`src/rtl/clkbuf_ctrl_pkg.sv`:
```
package clkbuf_ctrl_pkg;
  localparam int unsigned REG_W     = 8;
  localparam int unsigned FS_BIT    = 0;
  localparam int unsigned SWM_LSB   = 1;
  localparam int unsigned SWEN_BIT  = 3;
  localparam int unsigned STRAP_LSB = 6;

  typedef struct packed {
    logic [1:0] mode;
    logic       fs;
  } strap_t;
endpackage

```
`src/rtl/clkbuf_strap_latch.sv`:
```
module clkbuf_strap_latch
  import clkbuf_ctrl_pkg::*;
(
  input  logic       clk_i,
  input  logic       rst_ni,
  input  logic       fs_i,
  input  logic [1:0] mode_i,
  output logic       done_o,
  output strap_t     strap_o
);
  logic   done_q;
  strap_t strap_q;

  // one-shot capture on the first edge after power-on reset
  always_ff @(posedge clk_i or negedge rst_ni) begin
    if (!rst_ni) begin
      done_q  <= 1'b0;
      strap_q <= '0;
    end else if (!done_q) begin
      done_q       <= 1'b1;
      strap_q.fs   <= fs_i;
      strap_q.mode <= mode_i;
    end
  end

  assign done_o  = done_q;
  assign strap_o = strap_q;
endmodule

```
`src/rtl/clkbuf_reg_file.sv`:
```
module clkbuf_reg_file
  import clkbuf_ctrl_pkg::*;
#(
  parameter  int unsigned N_OUT = 12,
  localparam int unsigned NOE   = (N_OUT + REG_W - 1) / REG_W,
  localparam int unsigned AW    = $clog2(NOE + 1)
) (
  input  logic             clk_i,
  input  logic             rst_ni,
  input  logic             we_i,
  input  logic [AW-1:0]    addr_i,
  input  logic [REG_W-1:0] wdata_i,
  input  strap_t           strap_i,
  output logic [1:0]       sw_mode_o,
  output logic             sw_en_o,
  output logic [N_OUT-1:0] oe_o,
  output logic [REG_W-1:0] rdata_o
);
  localparam int unsigned PAD_W = NOE * REG_W;

  logic [1:0]       sw_mode_q;
  logic             sw_en_q;
  logic [PAD_W-1:0] oe_pad;

  always_ff @(posedge clk_i or negedge rst_ni) begin
    if (!rst_ni) begin
      sw_mode_q <= 2'b11;
      sw_en_q   <= 1'b0;
    end else if (we_i && addr_i == '0) begin
      sw_mode_q <= wdata_i[SWM_LSB +: 2];
      sw_en_q   <= wdata_i[SWEN_BIT];
    end
  end

  for (genvar i = 0; i < N_OUT; i++) begin : g_oe
    localparam int unsigned REG_IDX = 1 + i / REG_W;
    localparam int unsigned BIT_IDX = i % REG_W;
    logic en_q;
    always_ff @(posedge clk_i or negedge rst_ni) begin
      if (!rst_ni)                                en_q <= 1'b1;
      else if (we_i && addr_i == AW'(REG_IDX))    en_q <= wdata_i[BIT_IDX];
    end
    assign oe_o[i] = en_q;
  end

  if (PAD_W > N_OUT) begin : g_pad
    assign oe_pad = {{(PAD_W - N_OUT){1'b0}}, oe_o};
  end else begin : g_nopad
    assign oe_pad = oe_o;
  end

  always_comb begin
    rdata_o = '0;
    if (addr_i == '0) begin
      rdata_o[FS_BIT]            = strap_i.fs;
      rdata_o[SWM_LSB +: 2]      = sw_mode_q;
      rdata_o[SWEN_BIT]          = sw_en_q;
      rdata_o[STRAP_LSB +: 2]    = strap_i.mode;
    end else begin
      for (int k = 1; k <= int'(NOE); k++) begin
        if (addr_i == AW'(k)) rdata_o = oe_pad[(k-1)*REG_W +: REG_W];
      end
    end
  end

  assign sw_mode_o = sw_mode_q;
  assign sw_en_o   = sw_en_q;
endmodule

```
`src/rtl/clkbuf_mode_select.sv`:
```
module clkbuf_mode_select (
  input  logic       clk_i,
  input  logic       rst_ni,
  input  logic       done_i,
  input  logic [1:0] strap_raw_i,
  input  logic [1:0] strap_q_i,
  input  logic       warm_i,
  input  logic       sw_en_i,
  input  logic [1:0] sw_mode_i,
  output logic [1:0] mode_o
);
  logic [1:0] mode_q;

  always_ff @(posedge clk_i or negedge rst_ni) begin
    if (!rst_ni)      mode_q <= 2'b00;
    else if (!done_i) mode_q <= strap_raw_i;  // capture cycle
    else if (warm_i)  mode_q <= sw_en_i ? sw_mode_i : strap_q_i;
  end

  assign mode_o = mode_q;
endmodule

```
`src/rtl/clkbuf_out_park.sv`:
```
module clkbuf_out_park #(
  parameter int unsigned N_OUT    = 12,
  parameter bit          PARK_HIZ = 1'b1
) (
  input  logic [N_OUT-1:0] oe_i,
  output logic [N_OUT-1:0] hiz_o,
  output logic [N_OUT-1:0] low_o
);
  for (genvar i = 0; i < N_OUT; i++) begin : g_out
    if (PARK_HIZ) begin : g_hiz
      assign hiz_o[i] = ~oe_i[i];
      assign low_o[i] = 1'b0;
    end else begin : g_low
      assign hiz_o[i] = 1'b0;
      assign low_o[i] = ~oe_i[i];
    end
  end
endmodule

```
`src/rtl/clkbuf_ctrl_regs.sv`:
```
module clkbuf_ctrl_regs
  import clkbuf_ctrl_pkg::*;
#(
  parameter  int unsigned N_OUT    = 12,
  parameter  bit          PARK_HIZ = 1'b1,
  localparam int unsigned NOE      = (N_OUT + REG_W - 1) / REG_W,
  localparam int unsigned AW       = $clog2(NOE + 1)
) (
  input  logic             clk_i,
  input  logic             rst_ni,
  input  logic             warm_rst_i,
  input  logic             strap_fs_i,
  input  logic [1:0]       strap_mode_i,
  input  logic             reg_we_i,
  input  logic [AW-1:0]    reg_addr_i,
  input  logic [REG_W-1:0] reg_wdata_i,
  output logic [REG_W-1:0] reg_rdata_o,
  output logic             fs_sel_o,
  output logic [1:0]       pll_mode_o,
  output logic [N_OUT-1:0] oe_o,
  output logic [N_OUT-1:0] park_hiz_o,
  output logic [N_OUT-1:0] park_low_o
);
  logic       cap_done;
  strap_t     strap_q;
  logic [1:0] sw_mode;
  logic       sw_en;

  clkbuf_strap_latch u_strap (
    .clk_i   (clk_i),
    .rst_ni  (rst_ni),
    .fs_i    (strap_fs_i),
    .mode_i  (strap_mode_i),
    .done_o  (cap_done),
    .strap_o (strap_q)
  );

  clkbuf_reg_file #(.N_OUT(N_OUT)) u_regs (
    .clk_i     (clk_i),
    .rst_ni    (rst_ni),
    .we_i      (reg_we_i),
    .addr_i    (reg_addr_i),
    .wdata_i   (reg_wdata_i),
    .strap_i   (strap_q),
    .sw_mode_o (sw_mode),
    .sw_en_o   (sw_en),
    .oe_o      (oe_o),
    .rdata_o   (reg_rdata_o)
  );

  clkbuf_mode_select u_mode (
    .clk_i       (clk_i),
    .rst_ni      (rst_ni),
    .done_i      (cap_done),
    .strap_raw_i (strap_mode_i),
    .strap_q_i   (strap_q.mode),
    .warm_i      (warm_rst_i),
    .sw_en_i     (sw_en),
    .sw_mode_i   (sw_mode),
    .mode_o      (pll_mode_o)
  );

  clkbuf_out_park #(.N_OUT(N_OUT), .PARK_HIZ(PARK_HIZ)) u_park (
    .oe_i  (oe_o),
    .hiz_o (park_hiz_o),
    .low_o (park_low_o)
  );

  assign fs_sel_o = strap_q.fs;
endmodule

```
`config.mk`:
```
export PLATFORM = sky130hd
export DESIGN_NAME = clkbuf_ctrl_regs
export DESIGN_NICKNAME = d
export VERILOG_FILES = /design/src/rtl/clkbuf_ctrl_pkg.sv /design/src/rtl/clkbuf_strap_latch.sv /design/src/rtl/clkbuf_reg_file.sv /design/src/rtl/clkbuf_mode_select.sv /design/src/rtl/clkbuf_out_park.sv /design/src/rtl/clkbuf_ctrl_regs.sv
export SDC_FILE = /design/constraint.sdc
export NUM_CORES = 1
export LEC_CHECK = 0
export BUFFER_PORTS_ARGS = -buffer_cell sky130_fd_sc_hd__buf_2
export CAP_MARGIN = 30
export CORE_MARGIN = 5
export CORE_UTILIZATION = 50
export CTS_BUF_LIST = sky130_fd_sc_hd__clkbuf_2
export DETAILED_ROUTE_END_ITERATION = 6
export PLACE_DENSITY_LB_ADDON = 0.05
export SLEW_MARGIN = 20
export SYNTH_ARGS = -nofsm -noshare
export SYNTH_HDL_FRONTEND = slang
export SYNTH_HIERARCHICAL = 1
export SYNTH_SLANG_ARGS = --single-unit
```
`constraint.sdc`:
```
create_clock -name clk_i -period 1.55 [get_ports clk_i]
set_input_delay 0 -clock clk_i [delete_from_list [all_inputs] [get_ports clk_i]]
set_output_delay 0 -clock clk_i [all_outputs]
set_load 0.01 [all_outputs]
```
# Yosys cells after proc, flatten, opt, wreduce, memory -nomap -nowiden
# Index checks and enable logic that the tools add are counted.
dict set report totals {
  reg_bits 21
  inputBits 17
  out_inout_bits 47
  elab_cells 45
}
dict set report classes {
  eq_ne 3
  n_mux 8
  n_bitwise 12
  reduce_logical 4
}
# cell count
set op_table {}
lappend op_table {{$mux W8} 2}
lappend op_table {{$not A1 Y1} 12}
lappend op_table {{$mux W2} 5}
lappend op_table {{$mux W4} 1}
lappend op_table {{$logic_and A1 B1 Y1} 3}
lappend op_table {{$eq A2 B1 Y1 const B} 1}
lappend op_table {{$eq A2 B2 Y1 const B} 1}
lappend op_table {{$logic_not A2 Y1} 1}
lappend op_table {{$ne A2 B2 Y1 const B} 1}

# Logic depth before layout (Yosys ltp)
# Gate-level depths: netlist of run 1.
dict set report logic_depth {
  ltp_word 4
  mapped_depth 3
}

# By module
# The synthesis of run 1 kept the hierarchy.
# mod n_inst cells_each area_per_inst_um2
set modules_own_cells {}
lappend modules_own_cells {clkbuf_reg_file 1 62 852.1}
lappend modules_own_cells {clkbuf_out_park 1 25 138.9}
lappend modules_own_cells {clkbuf_strap_latch 1 8 137.6}
lappend modules_own_cells {clkbuf_mode_select 1 11 116.4}

# Worst setup path after synthesis of run 1
# Ideal clock, no wire load.
dict set report synth_path {
  path_kind {reg-to-reg}
  from {reg u_strap.done_q, in the netlist u_strap/done_o}
  to {reg u_strap/strap_o[0] (netlist name)}
  setup_time_ns 0.125
  arrival_time_ns 0.757
  slack_ns 0.669
  stages_incl_launch_ff 2
  n_path_buf 0
  synth_period_minus_slack_ns 0.881
  path_cell_list {dfrtp_1 -> mux2_2}
}
# element line
set synth_lines {}
lappend synth_lines {{start: declaration} clkbuf_strap_latch.sv:11} ;# logic done_q;
lappend synth_lines {{start signal: assignment} clkbuf_strap_latch.sv:17} ;# done_q <= 1'b0;
lappend synth_lines {{start signal: assignment} clkbuf_strap_latch.sv:20} ;# done_q <= 1'b1;
# No word-level cell between the ends.

# Worst setup path after layout of run 1
dict set report layout_path {
  from {reg u_regs.sw_en_q, in the netlist u_regs/sw_en_o}
  to {reg u_mode.mode_q[0], in the netlist u_mode/mode_o[0]}
}
dict set report layout_via {
  elab_chain_len 3
}
# element line
set layout_rtl {}
lappend layout_rtl {{start: declaration} clkbuf_reg_file.sv:22} ;# logic sw_en_q;
lappend layout_rtl {{start signal: assignment} clkbuf_reg_file.sv:31} ;# sw_en_q <= wdata_i[SWEN_BIT];
lappend layout_rtl {{$mux W2 (2 in series)} clkbuf_mode_select.sv:17} ;# else if (warm_i) mode_q <= sw_en_i ? sw_mode_i : strap_q_i;
lappend layout_rtl {{$mux W2} clkbuf_mode_select.sv:16} ;# else if (!done_i) mode_q <= strap_raw_i;
lappend layout_rtl {{end signal: assignment} clkbuf_mode_select.sv:16}
lappend layout_rtl {{end signal: assignment} clkbuf_mode_select.sv:17}
lappend layout_rtl {{end: declaration} clkbuf_mode_select.sv:12} ;# logic [1:0] mode_q;
# No other way between the ends. The select of a mux whose other input is x is not followed.
# A chain may end at the register's enable or synchronous reset.

==> results of run 1 <==
==> sequential cells by signal, indices dropped and copies added, names as in the netlist <==
signal            flops
u_regs/sw_mode_o      2
u_regs/sw_en_o        1
u_mode/mode_o         2
u_strap/strap_o       3
u_strap/done_o        1
u_regs/g_oe.en_q     12
==> power breakdown <==
part           switching, mW  internal [mW]  total (mW)
combinational          0.248          0.260       0.509
clock                  0.148         0.0684       0.216
sequential            0.0789          0.691       0.770
==> critical path: stages, from the launching register on <==
cell           delay (ps)
dfrtp_1               460
mux2i_1               220
o211ai_1              100
dlygate4sd3_1         560
==> through the flow <==
stage                     cell area (um^2)  util [%]  total power [mW]  cells  hold slack [ps]
after floorplan                       1290         -              1.15    117             -296
after global routing                  1540      63.3              1.61    190             95.8
after detailed placement              1380      56.7              1.27    172            -24.8
after global placement                1380      56.7              1.26    172            -21.5
after CTS                             1540      63.3              1.52    190             98.4
final                                 1540      63.3              1.49    190              125
==> cells in the final DEF (no fill, tap or decap) <==
cell type,synthesis,routed
and2_1,2,2
o211ai_1,2,2
nand2b_1,2,2
mux2_2,18,18
nand3b_1,2,2
dlygate4sd3_1,0,14
nor3b_4,1,1
clkbuf_2,0,4
nor2_1,2,2
dfstp_2,14,14
buf_2,0,51
nand2_1,1,1
conb_1,2,13
dfrtp_1,7,7
nand3b_4,2,2
o2bb2ai_1,4,4
mux2i_1,8,8
and2b_1,1,1
inv_1,12,12
==> final cells by class <==
| class | count | area, um^2 | area share, % |
|---|---|---|---|
| flip-flops and latches | 21 | 543 | 35.3 |
| multi-input cells | 58 | 499 | 32.4 |
| repair buffers | 65 | 395 | 25.7 |
| inverters | 12 | 45.0 | 2.92 |
| well taps | 30 | 37.5 | 2.44 |
| clock buffers | 4 | 20.0 | 1.30 |
==> metal layers <==
| layer | wire [um] | vias up |
|---|---|---|
| met4 | 12 | 0 |
| li1 | - | 426 |
| met1 | 867 | 406 |
| met3 | 221 | 2 |
| met2 | 1270 | 33 |
| met5 | 0 | - |
==> kinds of logic after synthesis <==
logic type,Yosys count
compound gates,6
other cells,2
flops,21
simple gates,13
mux,26
buf+inv,38
==> what timing repair did <==
action,CTS,global route
hold endpoints to repair,41,0
hold buffers,14,0
setup buffers,0,0
==> worst paths after layout <==
path / end / slack [ps] / cells past startpoint
max: u_mode/mode_o[0] / 130 / 3
min: u_regs/g_oe[9].en_q / 120 / 3
max reg2reg: u_mode/mode_o[0] / 130 / 3
min reg2reg: u_strap/strap_o[2] / 560 / 1
max in group asynchronous: u_regs/g_oe[4].en_q / 1060 / 2
min in group asynchronous: u_mode/mode_o[0] / 150 / 2
==> impl_metrics.json, run 1 <==
{
  "muxShareOfSynthArea_pct": 22.7,
  "synth-simple-area-share_pct": 9.45,
  "post_cts_resized": 0,
  "synthXorXnorAreaFrac_pct": 0,
  "period_share_pct": 91.7,
  "avgViaCountPerCell": 4.56,
  "dieArea_mm2": 0.00359,
  "wl_per_cell_um": 12.5,
  "synth_area_mm2": 0.00124,
  "hp-start": "reg_we_i",
  "p_leak_nw": 0.807,
  "power_density_mw_per_mm2": 970,
  "grt_pass1_wl_um": 4020,
  "timing.rr.start": "u_regs/sw_en_o",
  "hold_viol": 0,
  "tritoncts": "yes",
  "die_x_um": 59.9,
  "num_antenna_cells": 0,
  "netlist_instances": 106,
  "grt_max_degree": 22,
  "synth.area.top_cells": "dfstp_2 30%, mux2_2 16%, buf_4 15%, dfrtp_1 14%, mux2i_1 6.4%",
  "fin_ws_ps": 129,
  "dr_total_vias": 867,
  "synth-edff-count": 0,
  "max_cap_violations": 0,
  "io_pins": 64,
  "core-area_mm2": 0.00243,
  "dp_hpwl_um": 1840,
  "nets": 178,
  "fin_worst_skew_ps": 6.23,
  "grt_pass1_vias": 880,
  "start_util_pct": 51.2,
  "crit_path_start": "u_regs/sw_en_o",
  "drive_above_1_share_pct": 56.3,
  "rsz0062_at_grt": "no",
  "gp_congestion": 0.745,
  "area_growth_pct": 23.7,
  "die_h_um": 59.9,
  "cts-htree-levels": 1,
  "drc": 0,
  "met1_usage_pct": 17.3,
  "ys_warn_count": 6,
  "endpoint_kind": "flop",
  "grtUsageMet2_pct": 26.9,
  "synth_seq_area_share_pct": 43.6,
  "antenna_found_initial": 0,
  "netlist.area_leader.share_pct": 29.5,
  "min_path_type": "in -> reg",
  "finalWirelength_um": 2370,
  "fin_crit_ps": 1420,
  "grt_use_met3_pct": 2.16,
  "peakVddDrop_mv": 0.749,
  "root_buffer": "clkbuf_2",
  "synth-seq-cells": 21,
  "synth_top_family_by_area": "multiplexers",
  "path_class": "reg -> reg",
  "grt_usage_pct": 14.8,
  "overflow": 0,
  "status": "complete, no violations",
  "clkTransAtPathRegs_ps": 180,
  "port_buffers": 51,
  "synth.largest_area_cell": "dfstp_2",
  "synth_adder_area_share_pct": 0,
  "clk-insertion-delay-late_ps": 300,
  "critPathArrivalTime_ps": 1630,
  "ys.flop_type": "dfstp_2",
  "grt.busiest_layer": "met2",
  "synth_compound_area_share_pct": 4.02,
  "yosysUniqueCellTypes": 18,
  "first_pass_iters": 4,
  "synthTopCellsByCount": "25 x buf_4, 18 x mux2_2, 14 x dfstp_2",
  "cts_sinks": 21,
  "synthArstFlopShare_pct": 100,
  "path_max_fanout": 4,
  "cp-start-kind": "flop",
  "drt_iter0_drc": 14,
  "max_freq_mhz": 704,
  "drv_slew": 0,
  "synth_most_common_cell": "buf_4",
  "nFillCells": 237,
  "crit_required_ps": 1760,
  "final-setup-viol-count": 0,
  "cts_inserted_buffers": 3,
  "dp_slack_ps": 568,
  "ant_nets": 0,
  "rows": 18,
  "avgSynthCellArea_um2": 11.7,
  "clk_path_buf_depth": 2,
  "setup_tns_ps": 0
}
Note: power is estimated with default switching activity, not from simulation.
==> inputs of run 2 (changes only) <==
- PLACE_DENSITY_LB_ADDON: 0.05 -> 0.15
==> run 2 against run 1 <==
  * Sequential cell count unchanged
  * Hold slack worse by 15 ps
  * Critical path depth stayed put
  * Sequential power is essentially flat
  * Power up 0.17%
  * Die area did not move
  * Register-to-register slack better by 450 ps
  * Global-route usage fell by 1.3 points
  * First-iteration DRC count down 36%
  * Critical endpoint is now reg_rdata_o[1]
==> impl_metrics.json, run 2 (same netlist as run 1, synthesis figures left out) <==
{
  "status": "complete, no violations",
  "fin_worst_skew_ps": 5.53,
  "tritoncts": "yes",
  "multi_input_area_um2": 499,
  "dr_total_vias": 837,
  "start_util_pct": 51.2,
  "core-area_mm2": 0.00243,
  "gp_congestion": 0.766,
  "path_cells": "mux2i_1, o2bb2ai_1, buf_2",
  "r2r_setup_slack_ps": 580,
  "placedCellCount": 172,
  "finalWirelength_um": 2370,
  "grt_usage_pct": 13.6,
  "area_growth_pct": 22.9,
  "cts_sinks": 21,
  "cp-start-kind": "flop",
  "num_antenna_cells": 0,
  "fin_crit_ps": 1260,
  "grt_max_degree": 22,
  "setup_tns_ps": 0,
  "rsz0062_at_grt": "no",
  "min_path_type": "in -> reg",
  "overflow": 0,
  "crit_path_start": "u_regs/g_oe[9].en_q",
  "drive_above_1_share_pct": 56.6,
  "seqCellArea_um2": 543,
  "nFillCells": 221,
  "endpoint_kind": "primary output",
  "wl_per_cell_um": 12.5,
  "first_pass_iters": 2,
  "avgViaCountPerCell": 4.43,
  "die_x_um": 59.9,
  "io_pins": 64,
  "path_class": "reg -> out",
  "antenna_found_initial": 0,
  "stdcell_count": 189,
  "final-setup-viol-count": 0,
  "clkTransAtPathRegs_ps": 190,
  "dieArea_mm2": 0.00359,
  "peakVddDrop_mv": 0.643,
  "power_density_mw_per_mm2": 978,
  "fin_ws_ps": 290,
  "worst_r2r_endpoint": "u_strap/strap_o[2]",
  "final_cell_mix": "51 x buf_2, 18 x mux2_2, 14 x dfstp_2",
  "ant_nets": 0,
  "clk-insertion-delay-late_ps": 300,
  "max_cap_violations": 0,
  "period_share_pct": 81.3,
  "post_cts_resized": 0,
  "drt_iter0_drc": 9,
  "rows": 18,
  "clk_path_buf_depth": 2,
  "path_max_fanout": 4,
  "drv_slew": 0,
  "cts-htree-levels": 1,
  "critPathArrivalTime_ps": 1260,
  "cts_inserted_buffers": 3,
  "crit_required_ps": 1550,
  "crit_path_max_incr_delay_ps": 590,
  "final_common_cell": "buf_2",
  "drc": 0,
  "grt_pass1_wl_um": 3610,
  "grt_pass1_vias": 810,
  "port_buffers": 51,
  "slowest_stage": "dfstp_2",
  "largest_register_ffs": 12,
  "timing.rr.start": "u_strap/done_o",
  "p_leak_nw": 0.802,
  "rr_worst_depth": 1,
  "dp_slack_ps": 565,
  "root_buffer": "clkbuf_2",
  "dp_hpwl_um": 1860,
  "regMostFlops": "u_regs/g_oe.en_q",
  "nets": 177,
  "crit_end": "reg_rdata_o[1]",
  "max_freq_mhz": 794,
  "hold_viol": 0,
  "die_h_um": 59.9
}
-- run 2: changes by cell type in the layout (fill, tap and decap cells not counted), sizes merged --
cell / before / now
dlygate4sd3: 14 / 13
-- run 2: how the worst min path moves through the flow --
stage / start / endpoint / slack (ps) / cells past startpoint
floorplan: rst_ni / u_mode/mode_o[0] / -300 / 0
global placement: rst_ni / u_strap/strap_o[0] / -30 / 1
detailed placement: rst_ni / u_strap/strap_o[0] / -10 / 1
CTS: reg_we_i / u_regs/g_oe[10].en_q / 100 / 3
global route: reg_we_i / u_regs/g_oe[10].en_q / 90 / 3
finish: reg_we_i / u_regs/g_oe[11].en_q / 110 / 3
-- run 2: what timing repair did --
action | in CTS | in global routing
hold buffers | 13 | 0
buffers inserted | 0 | 0
hold endpoints to repair | 41 | 0
-- run 2: metrics by stage --
| stage | util (%) | instance area, um^2 | hold slack (ps) | power, mW |
|---|---|---|---|---|
| global route | 62.9 | 1530 | 88.1 | 1.60 |
| finish | 62.9 | 1530 | 110 | 1.50 |
| floorplan | - | 1290 | -296 | 1.15 |
| global placement | 56.7 | 1380 | -29.1 | 1.26 |
| detailed placement | 56.7 | 1380 | -10.4 | 1.27 |
| CTS | 62.9 | 1530 | 95.0 | 1.52 |
-- run 2: area by class of cell --
class / count / area share, %
Clock buffer: 4 / 1.31
Inverter: 12 / 2.94
Multi-Input combinational cell: 58 / 32.6
Sequential cell: 21 / 35.5
Tap cell: 30 / 2.45
Timing Repair Buffer: 64 / 25.2
-- run 2: worst max-delay path: cells and delay by family (launching register included) --
kind	cells	cell delay (ps)
buf+inv	1	150
compound gates	1	150
flops	1	590
mux	1	70
-- run 2: per-layer routing --
metal	vias up	track usage (%)	wire, um
met5	-	0	0
met4	0	5.70	12
met3	2	2.59	205
met2	32	24.2	1230
met1	383	15.6	923
li1	420	-	-
-- run 2: report_power, final --
group,switching (mW),internal (mW)
logic,0.246,0.256
registers,0.0804,0.691
clock network,0.155,0.0684
==> inputs of run 3 (changes only) <==
- CORE_UTILIZATION: 50 -> 42
- clock period: 1.55 -> 1.1 ns (I/O delays scaled with it)
==> run 3 against run 2 <==
  * The flow now finishes with violations (setup timing)
  * Critical path depth unchanged
  * Power increased by 62%
  * Die area is 16% higher
  * Non-clock buffer count grew 11
  * Hold slack gained 2.7 ps
  * Setup slack lost 410 ps
  * Clock power rose by 40%
  * First-iteration DRC count down 56%
  * Highest routed layer unchanged
==> impl_metrics.json, run 3 (same netlist as run 1, synthesis figures left out) <==
{
  "period_share_pct": 111,
  "grt_pass1_wl_um": 4240,
  "path_max_fanout": 2,
  "drv_slew": 0,
  "path_class": "reg -> out",
  "p_leak_nw": 0.889,
  "cp-start-kind": "flop",
  "die_h_um": 64.4,
  "clkTransAtPathRegs_ps": 180,
  "hp-start": "reg_we_i",
  "tritoncts": "yes",
  "grt_max_degree": 22,
  "dp_hpwl_um": 1930,
  "fin_worst_skew_ps": 0.485,
  "fin_crit_ps": 1220,
  "clk-insertion-delay-late_ps": 300,
  "finalWirelength_um": 2700,
  "grt_pass1_vias": 907,
  "avgViaCountPerCell": 4.65,
  "min_path_type": "in -> reg",
  "path_cells": "mux2i_1, o2bb2ai_1, buf_2",
  "area_growth_pct": 39.9,
  "die_x_um": 64.4,
  "final-setup-viol-count": 14,
  "rows": 19,
  "power_density_mw_per_mm2": 1390,
  "crit_path_max_incr_delay_ps": 580,
  "crit_path_start": "u_regs/g_oe[9].en_q",
  "peakVddDrop_mv": 0.892,
  "max_cap_violations": 0,
  "hold_viol": 0,
  "largest_register_ffs": 12,
  "cts_sinks": 21,
  "crit_required_ps": 1100,
  "dr_total_vias": 934,
  "root_buffer": "clkbuf_2",
  "drive_above_1_share_pct": 64.7,
  "io_pins": 64,
  "slowest_stage": "dfstp_2",
  "regMostFlops": "u_regs/g_oe.en_q",
  "wl_per_cell_um": 13.4,
  "ant_nets": 0,
  "nFillCells": 214,
  "final_cell_mix": "33 x buf_2, 22 x buf_6, 18 x mux2_2",
  "final_common_cell": "buf_2",
  "antenna_found_initial": 0,
  "clk_path_buf_depth": 2,
  "grt_usage_pct": 12.9,
  "dp_slack_ps": 162,
  "overflow": 0,
  "timing.rr.start": "u_regs/sw_mode_o[1]",
  "max_freq_mhz": 819,
  "dieArea_mm2": 0.00415,
  "port_buffers": 51,
  "cts_inserted_buffers": 3,
  "nets": 188,
  "rsz0062_at_grt": "yes",
  "critPathArrivalTime_ps": 1220,
  "num_antenna_cells": 0,
  "status": "finished with violations",
  "drt_iter0_drc": 4,
  "start_util_pct": 44.4,
  "multi_input_area_um2": 499,
  "first_pass_iters": 3,
  "endpoint_kind": "primary output",
  "cts-htree-levels": 1,
  "drc": 0,
  "power.total_mw": 2.43,
  "seqCellArea_um2": 543,
  "violations": "setup timing",
  "gp_congestion": 0.718,
  "fin_ws_ps": -120,
  "core-area_mm2": 0.00281
}
[run 3: cell count changes in the layout (fill, tap and decap cells not counted)]
cell	previous run	this run
inv_1	12	3
inv_2	0	9
buf_2	51	33
buf_6	0	22
buf_4	0	7
[run 3: area by class of cell]
class,count,share of cell area [%]
Clock buffer,4,1.15
Inverter,12,2.59
Multi-Input combinational cell,58,28.7
Sequential cell,21,31.2
Tap cell,31,2.23
Timing Repair Buffer,75,34.2
[run 3: through the flow]
step	instances	utilization (%)	hold slack [ps]	cell area, um^2	TNS (ps)
2_1_floorplan	117	-	-296	1290	0
3_3_place_gp	175	49.8	-21.9	1400	0
3_5_place_dp	175	49.8	-18.1	1400	0
4_1_cts	200	58.7	97.2	1650	-1100
5_1_grt	201	62.1	83.4	1740	-2400
6_report	201	62.1	113	1740	-741
[run 3: worst paths after layout]
path / to / slack [ps] / cells past startpoint
max: reg_rdata_o[1] / -120 / 3
min: u_regs/g_oe[8].en_q / 110 / 3
max reg2reg: u_mode/mode_o[1] / 110 / 3
min reg2reg: u_strap/strap_o[2] / 570 / 1
max in group asynchronous: u_regs/g_oe[6].en_q / 590 / 2
min in group asynchronous: u_strap/done_o / 160 / 2
[run 3: metal layers]
metal | track usage [%] | vias up | share of wire (%)
met2 | 22.2 | 48 | 48
met5 | 0 | - | 0
met3 | 3.11 | 2 | 11
li1 | - | 441 | -
met1 | 16.1 | 443 | 40
met4 | 3.96 | 0 | 0.63
[run 3: critical path: cells and delay by family (launching register included)]
family,cells,cell delay (ps)
AOI/OAI and AO/OA,1,130
buffers and inverters,1,150
DFF,1,580
muxes,1,70
[run 3: where the power goes]
part | leakage [nW] | switching (mW) | total [mW] | internal [mW]
combinational | 0.643 | 0.427 | 1.03 | 0.605
sequential | 0.230 | 0.109 | 1.08 | 0.972
clock | 0.0166 | 0.217 | 0.313 | 0.0964
[run 3: what timing repair did]
item                                    4_1_cts  5_1_grt
setup buffers                                 8        1
hold buffers                                 13        0
endpoints found under the hold margin        41        0
pin swaps                                     5        1
endpoints found under the setup margin        8       29
gates resized for setup                       7       25
